[config.mk]
export PLATFORM = sky130hd
export DESIGN_NAME = gpio_port
export DESIGN_NICKNAME = d
export VERILOG_FILES = /design/src/rtl/gpio_port.sv
export SDC_FILE = /design/constraint.sdc
export NUM_CORES = 1
export LEC_CHECK = 0
export BUFFER_PORTS_ARGS = -buffer_cell sky130_fd_sc_hd__buf_2
export CORE_MARGIN = 2
export CORE_UTILIZATION = 45
export CTS_CLUSTER_SIZE = 30
export DETAILED_ROUTE_END_ITERATION = 16
export PLACE_DENSITY = 0.7
export SYNTH_ARGS = -nofsm -noshare
export SYNTH_HDL_FRONTEND = slang
export SYNTH_SLANG_ARGS = --single-unit
[constraint.sdc]
create_clock -name clk -period 1.65 [get_ports clk]
set_input_delay 0.165 -clock clk [delete_from_list [all_inputs] [get_ports clk]]
set_output_delay 0.165 -clock clk [all_outputs]
set_load 0.01 [all_outputs]
[src/rtl/gpio_port.sv]
module gpio_port #(
  parameter int NPINS = 16,
  parameter int AW    = 4
) (
  input  logic             clk,
  input  logic             rst_n,
  input  logic             bus_valid,
  input  logic             bus_write,
  input  logic [AW-1:0]    bus_addr,
  input  logic [31:0]      bus_wdata,
  input  logic [3:0]       bus_be,
  output logic [31:0]      bus_rdata,
  output logic             bus_rvalid,
  input  logic [NPINS-1:0] pin_in,
  output logic [NPINS-1:0] pin_out,
  output logic [NPINS-1:0] pin_oe
);
  localparam int MW = 2 * NPINS;
  localparam logic [1:0] SEL_MODE = 2'd0, SEL_LVL = 2'd1, SEL_DRV = 2'd2, SEL_CHG = 2'd3;

  logic [MW-1:0]    mode_q;
  logic [NPINS-1:0] drv_q, smp1_q, smp2_q;
  logic [31:0]      lane, rd_mux;
  logic [1:0]       sel;
  logic             wr, rd;

  assign sel  = bus_addr[3:2];
  assign wr   = bus_valid && bus_write;
  assign rd   = bus_valid && !bus_write;
  assign lane = {{8{bus_be[3]}}, {8{bus_be[2]}}, {8{bus_be[1]}}, {8{bus_be[0]}}};

  logic [NPINS-1:0] set_v, clr_v, drv_m;
  logic [MW-1:0]    mode_m;
  assign set_v  = bus_wdata[NPINS-1:0] & lane[NPINS-1:0];
  assign clr_v  = bus_wdata[16 +: NPINS] & lane[16 +: NPINS];
  assign drv_m  = lane[NPINS-1:0];
  assign mode_m = lane[MW-1:0];

  always_ff @(posedge clk or negedge rst_n) begin
    if (!rst_n) begin
      mode_q <= '0;
      drv_q  <= '0;
    end else if (wr) begin
      case (sel)
        SEL_MODE: mode_q <= (mode_q & ~mode_m) | (bus_wdata[MW-1:0] & mode_m);
        SEL_DRV:  drv_q  <= (drv_q & ~drv_m) | (bus_wdata[NPINS-1:0] & drv_m);
        SEL_CHG:  drv_q  <= (drv_q & ~clr_v) | set_v;
        default:  ;
      endcase
    end
  end

  always_ff @(posedge clk or negedge rst_n) begin
    if (!rst_n) begin
      smp1_q <= '0;
      smp2_q <= '0;
    end else begin
      smp1_q <= pin_in;
      smp2_q <= smp1_q;
    end
  end

  always_comb begin
    rd_mux = '0;
    case (sel)
      SEL_MODE: rd_mux[MW-1:0]    = mode_q;
      SEL_LVL:  rd_mux[NPINS-1:0] = smp2_q;
      SEL_DRV:  rd_mux[NPINS-1:0] = drv_q;
      default:  rd_mux = '0;
    endcase
  end

  always_ff @(posedge clk or negedge rst_n) begin
    if (!rst_n) begin
      bus_rdata  <= '0;
      bus_rvalid <= 1'b0;
    end else begin
      bus_rvalid <= rd;
      if (rd) bus_rdata <= rd_mux;
    end
  end

  for (genvar i = 0; i < NPINS; i++) begin : g_dir
    assign pin_oe[i] = (mode_q[2*i +: 2] == 2'b01);
  end

  assign pin_out = drv_q;
endmodule

==> results of run 1 <==
-- power breakdown --
part / internal, mW / leakage (nW) / switching [mW]
clock network: 2.45 / 0.281 / 1.26
logic: 0.600 / 1.41 / 0.568
registers: 3.13 / 1.33 / 0.231
-- path summary, 6_finish.rpt --
path                             from             to  slack [ns]  depth (start not counted)
max                         flip-flop      pin_oe[2]        0.26                          2
min                         bus_be[3]    pin_out[13]        0.06                          4
max reg2reg                pin_out[0]   bus_rdata[0]        0.64                          3
min reg2reg                 smp1_q[1]      smp2_q[1]        0.35                          0
max in group asynchronous       rst_n  bus_rdata[16]        0.97                          3
min in group asynchronous       rst_n  bus_rdata[24]        0.13                          2
-- per-layer routing --
layer  part of all wire, %  routed length (um)
met5                     0                   0
met1                    42                4630
met2                    50                5460
met4                   1.3                 140
met3                   6.5                 707
-- per-stage QoR --
stage	std cells	setup slack [ns]	util, %	hold slack [ns]	cell area, um^2
after floorplan	359	0.382	-	-0.131	4480
after global placement	600	0.238	54.0	0.0983	5260
after detailed placement	600	0.188	54.0	0.103	5260
after CTS	681	0.249	65.3	0.0494	6350
after global routing	681	0.205	65.3	0.0959	6350
final	681	0.260	65.3	0.0626	6350
-- area by class of cell --
| class | count | area share, % |
|---|---|---|
| clock buffer | 19 | 6.64 |
| clock inverter | 13 | 2.92 |
| inverter | 1 | 0.0591 |
| multi-input combinational | 221 | 24.3 |
| sequential | 113 | 44.5 |
| tap | 133 | 2.62 |
| timing repair buffer | 181 | 18.9 |
-- Yosys cell counts (all sizes together) --
master,instances
nor2b,17
and4,2
clkbuf,12
or2,16
dfrtp,113
clkinv,1
nand4,16
nand2,20
a22oi,16
a21oi,32
mux2,32
a21bo,2
nor2,16
nand3,17
nand2b,1
buf,12
nor3,1
mux2i,16
and4bb,1
a22o,16
-- cells by family after synthesis --
family / Yosys count / synth area share, %
simple gates: 107 / 13.0
mux: 48 / 11.6
buf+inv: 25 / 2.51
compound gates: 66 / 9.82
flops: 113 / 63.1
-- repair_timing --
item	in CTS	in global routing
hold buffers	49	0
endpoints found under the hold margin	177	0
buffers inserted	0	0
-- worst register-to-register path, delay by kind of cell, from the launching register on --
family / cells / cell delay (ns)
flops: 1 / 0.40
simple gates: 1 / 0.29
compound gates: 1 / 0.14
mux: 1 / 0.10
==> metrics.cfg, run 1 <==
[outcome]
status=finished clean

[sta]
skew_ns=0.00612
finalSetupViolCount=0
slew_headroom_pct=66.6
fin_setup_tns_ns=0
finalMaxSlewViolations=0
fin_crit_ns=1.39
hold_viol_final=0
clock.fmax_ghz=0.720
tightest_slew_ns=0.499
fin_crit_sh_pct=84.2
rsz0062_at_grt=false

[placement]
dp_hpwl_um=7390
gp_congestion=0.908
portBuffers=122

[power]
p_leak_nw=3.02
vdd_drop_max_mv=0.681
power_per_cell_area_nw_per_um2=1300
power_mw=8.24

[critical_path]
path_cells=nor2b_1, buf_2
cp_slowest_cell=dfrtp_1
critPathLaunchType=flip-flop
crit_fanout=3
max_stage_delay_ns=0.39
worst_ep_required_time_ns=1.48
critPathBufInv=1
criticalPathCategory=flip-flop to output pin
worst_ep_arrival_time_ns=1.22
endpoint_kind=output pin
crit_family=flip-flops

[floorplan]
rows=36
fp.dieH_um=104
die-area_um2=10800
initial_core_util_pct=46.1
die_x_um=104
io_pins=125
core_area_um2=9730

[finish]
final_common_cell=buf_2
final_nets=595
syn2layout_area_growth_pct=41.7
ff_latch_area_um2=2830
diodes=0
final_cell_mix=buf_2, dfrtp_1, dlygate4sd3_1
layout-drive-gt1-share_pct=33.8
fillers=763
multi_input_area_um2=1540

[synth]
netlist_instances=359
yosys_warnings=0
synth_top_area_share_pct=63.1
yosys.area.top_type=dfrtp_1
synth_nets=419
seq_area_frac_synth_pct=63.1
synth_area_um2=4480
synth.distinct_cells=23
synth_area_leaders=dfrtp_1, mux2_1, a21oi_1
ys_seq_elements=113
syn_avg_cell_area_um2=12.5

[run]
drv_cap=0

[cts]
clock_latency_ns=0.51
cts_root_buf=clkbuf_8
cts_max_level=4
cts_tree=done
cts_sinks=113
cts_resized=0
cts_buffers=17
clock_path_buffers=2
clk_pin_slew_ns=0.06

[global_route]
use_met3_pct=5.41
grtUsageMet2_pct=35.4
grt_first_pass_wirelength_um=17900
use_met1_pct=26.8
gr-total-overflow=0
antenna_found_initial=0
grt.total_usage_pct=21.2
grt_pass1_vias=3690
grt_start_max_net_pins=41
gr-max-usage-layer=met2

[routing]
drt_iter0_drc=145
wl_um=10900
drtAntennaViolNets=0
drc=0
vias_per_cell=5.18
vias=3528
first_pass_iters=4
routedWlPerCell_um=16.1

[hold_path]
hold_class=input port to flip-flop

(Power assumes the default switching activity.)
==> run 2, diff against run 1 <==
Clock period 1.65 ns to 1.3 ns, I/O delays scaled along.
==> run 2 against run 1 <==
Effect of this change: the run now ends with setup timing left; core utilization up 2.7 points; die area unchanged; non-clock buffer count up 23; sequential power up 27%; routed wire length up 1.9%; combinational power up 51%; critical path depth unchanged; clock power up 30%; global-route usage up 0.35 points; register-to-register slack worse by 0.43 ns; critical endpoint is now pin_oe[0].
==> metrics.cfg, run 2 (same netlist as run 1, synthesis figures left out) <==
[finish]
final_cell_mix=buf_2, dfrtp_1, dlygate4sd3_1
final_nets=618
syn2layout_area_growth_pct=47.5
layout.cells.non_filler=703
final_common_cell=buf_2
diodes=0
design_area_um2=6610
layout-drive-gt1-share_pct=37.2
fillers=764

[critical_path]
criticalPathCategory=flip-flop to output pin
max_stage_delay_ns=0.37
worst_ep_required_time_ns=1.17
reg2regPathDepth=5
crit_cells=2
crit_family=flip-flops
critPathLaunchType=flip-flop
rr_endpoint=bus_rdata[13]
path_cells=nor2b_1, buf_2
cp_slowest_cell=dfrtp_1
crit_fanout=3
endpoint_kind=output pin
r2r_setup_slack_ns=0.21
critPathBufInv=1
worst_ep_arrival_time_ns=1.19

[global_route]
grt_start_max_net_pins=64
grt.total_usage_pct=21.5
grt_pass1_vias=3649
grt_first_pass_wirelength_um=18300
antenna_found_initial=0
gr-total-overflow=0

[floorplan]
initial_core_util_pct=46.1
io_pins=125
fp.dieH_um=104
die_x_um=104
die-area_um2=10800
rows=36
core_area_um2=9730

[sta]
hold_viol_final=0
finalWorstSetupSlack_ns=-0.0163
hold_slack_ns=0.0349
skew_ns=0.00792
clock.fmax_ghz=0.760
finalMaxSlewViolations=0
rsz0062_at_grt=true
fin_crit_ns=1.32
tightest_slew_ns=0.362
fin_crit_sh_pct=101
slew_headroom_pct=75.9
finalSetupViolCount=1

[placement]
gp_congestion=0.868
portBuffers=122
dpl.cell_count=605
dp_hpwl_um=7400
place_area_um2=5310

[cts]
cts_root_buf=clkbuf_8
cts_sinks=113
cts_max_level=4
cts_tree=done
cts_buffers=17
clock_latency_ns=0.50
clock_path_buffers=2
clk_pin_slew_ns=0.06

[power]
power_mw=10.9
power_frac_seq_pct=39.3
swShare_pct=24.1
p_comb_share_pct=16.3
p_clk_share_pct=44.4
power_per_cell_area_nw_per_um2=1640
vdd_drop_max_mv=0.825
p_int_mw=8.24
p_leak_nw=3.18
p_sw_mw=2.61

[hold_path]
holdPathEnd=pin_out[10]
hold_path_depth=4
hold_class=input port to flip-flop
worstHoldStart=bus_be[3]

[routing]
drt_iter0_drc=164
first_pass_iters=4
vias=3592
wl_um=11100
drtAntennaViolNets=0
routedWlPerCell_um=15.9
drc=0
vias_per_cell=5.11

[outcome]
violations=setup timing
status=finished with violations

[run]
drv_cap=0

-- run 2: cell count changes in the layout (fill, tap and decap cells not counted), sizes merged --
| cell | delta |
|---|---|
| clkbuf | +2 |
| dlygate4sd3 | +1 |
| inv | -2 |
| clkinvlp | -4 |
| clkinv | +3 |
| buf | +22 |
-- run 2: routing by layer --
layer  track usage, %  part of all wire [%]  vias to the layer above
met1             28.8                    43                     1782
li1                 -                     -                     1680
met4             4.92                  0.35                        0
met2             34.4                    51                      126
met3             7.05                   5.2                        4
met5                0                     0                        -
-- run 2: power by group through the flow --
stage               sequential (mW)  combinational, mW  clock [mW]
CTS                            4.25               1.69        4.89
global placement               4.31               1.36           0
detailed placement             4.33               1.39           0
floorplan                      4.33              0.703           0
global route                   4.32               1.95        5.10
finish                         4.27               1.77        4.82
-- run 2: worst max-delay path by stage --
stage,start,slack (ns),endpoint
after floorplan,bus_addr[2],0.07,flip-flop
after global placement,bus_addr[3],0.03,flip-flop
after detailed placement,bus_valid,0.003,flip-flop
after CTS,flip-flop,-0.05,pin_oe[2]
after global routing,flip-flop,-0.12,pin_oe[0]
final,flip-flop,-0.02,pin_oe[0]
-- run 2: cell type report --
cell class	count	area (um^2)	area share, %
Inverter	1	3.75	0.0568
Clock buffer	21	469	7.09
Sequential cell	113	2830	42.8
Clock inverter	10	156	2.36
Timing Repair Buffer	204	1420	21.4
Tap cell	133	166	2.52
Multi-Input combinational cell	221	1570	23.8
-- run 2: repair_timing --
action                                  CTS  global route
buffers inserted                         14             3
endpoints found under the setup margin   15            16
gates resized for setup                   1            11
cloned                                    0             0
hold endpoints to repair                177             0
hold buffers                             50             0
-- run 2: worst register-to-register path, delay by kind of cell (launching register included) --
kind            cells  cell delay [ns]
flops               1             0.34
simple gates        1             0.28
buf+inv             2             0.20
compound gates      1             0.13
mux                 1             0.06
-- run 2: per-stage QoR --
step | setup TNS, ns | setup WS, ns | utilization (%)
final | -0.0163 | -0.0163 | 68.0
after global routing | -0.705 | -0.119 | 68.0
after global placement | 0 | 0.0341 | 54.5
after CTS | -0.165 | -0.0501 | 67.2
after floorplan | 0 | 0.0673 | -
after detailed placement | 0 | 0.00299 | 54.5
==> run 3, diff against run 2 <==
Clock period 1.3 ns to 1.6 ns, I/O delays scaled along.
==> run 3 against run 2 <==
Effect of this change: the run now ends clean; core utilization is 3.7 points lower; worst setup slack improved by 0.23 ns; final cell count shrank 3.4%; highest routed layer unchanged; routed wire length down 1.5%; largest cell class unchanged; combinational power shrank 32%; hold slack improved by 0.046 ns; clock skew hardly changed.
==> metrics.cfg, run 3 (same netlist as run 1, synthesis figures left out) <==
[finish]
layout-drive-gt1-share_pct=33.5
diodes=0
layout.cells.non_filler=679
final_nets=594
syn2layout_area_growth_pct=39.5
final_common_cell=buf_2
final_cell_mix=buf_2, dfrtp_1, dlygate4sd3_1

[cts]
postCtsSetupRepairBufs=0
cts_root_buf=clkbuf_8
cts_buffers=17
clock_latency_ns=0.50
clk_pin_slew_ns=0.05
clock_path_buffers=2
cts_sinks=113
cts_tree=done
cts_max_level=4

[sta]
slew_headroom_pct=59.7
fin_crit_sh_pct=86.3
fin_crit_ns=1.38
hold_viol_final=0
clock.fmax_ghz=0.724
finalSetupViolCount=0
fin_setup_tns_ns=0
tightest_slew_ns=0.604
finalMaxSlewViolations=0
skew_ns=0.00774
rsz0062_at_grt=false

[power]
power_mw=7.90
p_leak_nw=2.98
power_per_cell_area_nw_per_um2=1260
vdd_drop_max_mv=1.17

[outcome]
status=finished clean

[global_route]
antenna_found_initial=0
grt_first_pass_wirelength_um=17900
gr-total-overflow=0
grt_pass1_vias=3648
grt.total_usage_pct=21.1
grt_start_max_net_pins=114

[routing]
drtAntennaViolNets=0
vias_per_cell=5.11
first_pass_iters=4
vias=3473
drc=0
wl_um=11000
routedWlPerCell_um=16.2
drt_iter0_drc=121

[critical_path]
reg2regPathDepth=3
r2r_setup_slack_ns=0.26
rr_endpoint=pin_out[0]
worst_ep_required_time_ns=1.44
worst_ep_arrival_time_ns=1.22
crit_fanout=3
endpoint_kind=output pin
criticalPathCategory=flip-flop to output pin
critPathLaunchType=flip-flop
endpoint=pin_oe[7]
worstReg2RegStart=pin_out[0]

[floorplan]
core_area_um2=9730
die_x_um=104
initial_core_util_pct=46.1
fp.dieH_um=104
io_pins=125
rows=36
die-area_um2=10800

[run]
drv_cap=0

[hold_path]
hold_class=input port to flip-flop

[placement]
portBuffers=122
gp_congestion=0.897
dpl.cell_count=598
dp_hpwl_um=7090

## run 3: cell count changes in the layout (fill, tap and decap cells not counted), sizes merged
cell	change
clkinv	+3
bufinv	-4
buf	-24
clkinvlp	+1
## run 3: worst min-delay path by stage
stage                                             to  startpoint  depth (start not counted)  slack [ns]
after global placement                     smp1_q[3]   pin_in[3]                          1        0.27
after detailed placement                   smp1_q[0]   pin_in[0]                          1        0.27
after floorplan           asynchronous set/reset pin       rst_n                          0       -0.14
after global routing                     pin_out[12]   bus_be[3]                          4         0.1
final                                    pin_out[12]   bus_be[3]                          4        0.08
after CTS                                pin_out[12]   bus_be[3]                          4        0.06
## run 3: per-layer routing
| layer | track usage [%] | part of all wire (%) | vias to the layer above |
|---|---|---|---|
| met1 | 25.6 | 42 | 1731 |
| met2 | 36.9 | 52 | 101 |
| li1 | - | - | 1630 |
| met4 | 5.69 | 0.90 | 0 |
| met3 | 6.17 | 5.0 | 11 |
| met5 | 0 | 0 | - |
## run 3: per-stage QoR
step,setup slack (ns),hold WS [ns],instance area [um^2],util [%]
after global placement,0.192,0.267,5230,53.7
after floorplan,0.337,-0.136,4480,-
after CTS,0.166,0.0559,6250,64.2
after global routing,0.121,0.0997,6250,64.3
after detailed placement,0.147,0.269,5230,53.7
final,0.218,0.0809,6250,64.3
## run 3: area by class of cell
| type | instances | area, um^2 |
|---|---|---|
| Timing Repair Buffer | 180 | 1190 |
| Clock inverter | 10 | 62.6 |
| Fill cell | 773 | 3480 |
| Multi-Input combinational cell | 221 | 1540 |
| Inverter | 1 | 3.75 |
| Clock buffer | 21 | 459 |
| Tap cell | 133 | 166 |
| Sequential cell | 113 | 2830 |
## run 3: repair_timing
action / 4_1_cts / 5_1_grt
endpoints found under the setup margin: 0 / 1
hold buffers: 50 / 0
gates resized for setup: 0 / 1
endpoints found under the hold margin: 177 / 0
## run 3: power by group
group	total (mW)	switching [mW]	internal, mW
Sequential	3.47	0.238	3.23
Combinational	1.20	0.584	0.615
Clock	3.24	1.24	2.00
Total	7.90	2.06	5.84
## run 3: worst max-delay path, stage by stage (launching register included)
cell	delay, ns
dfrtp_1	0.39
nor2b_1	0.18
buf_2	0.16
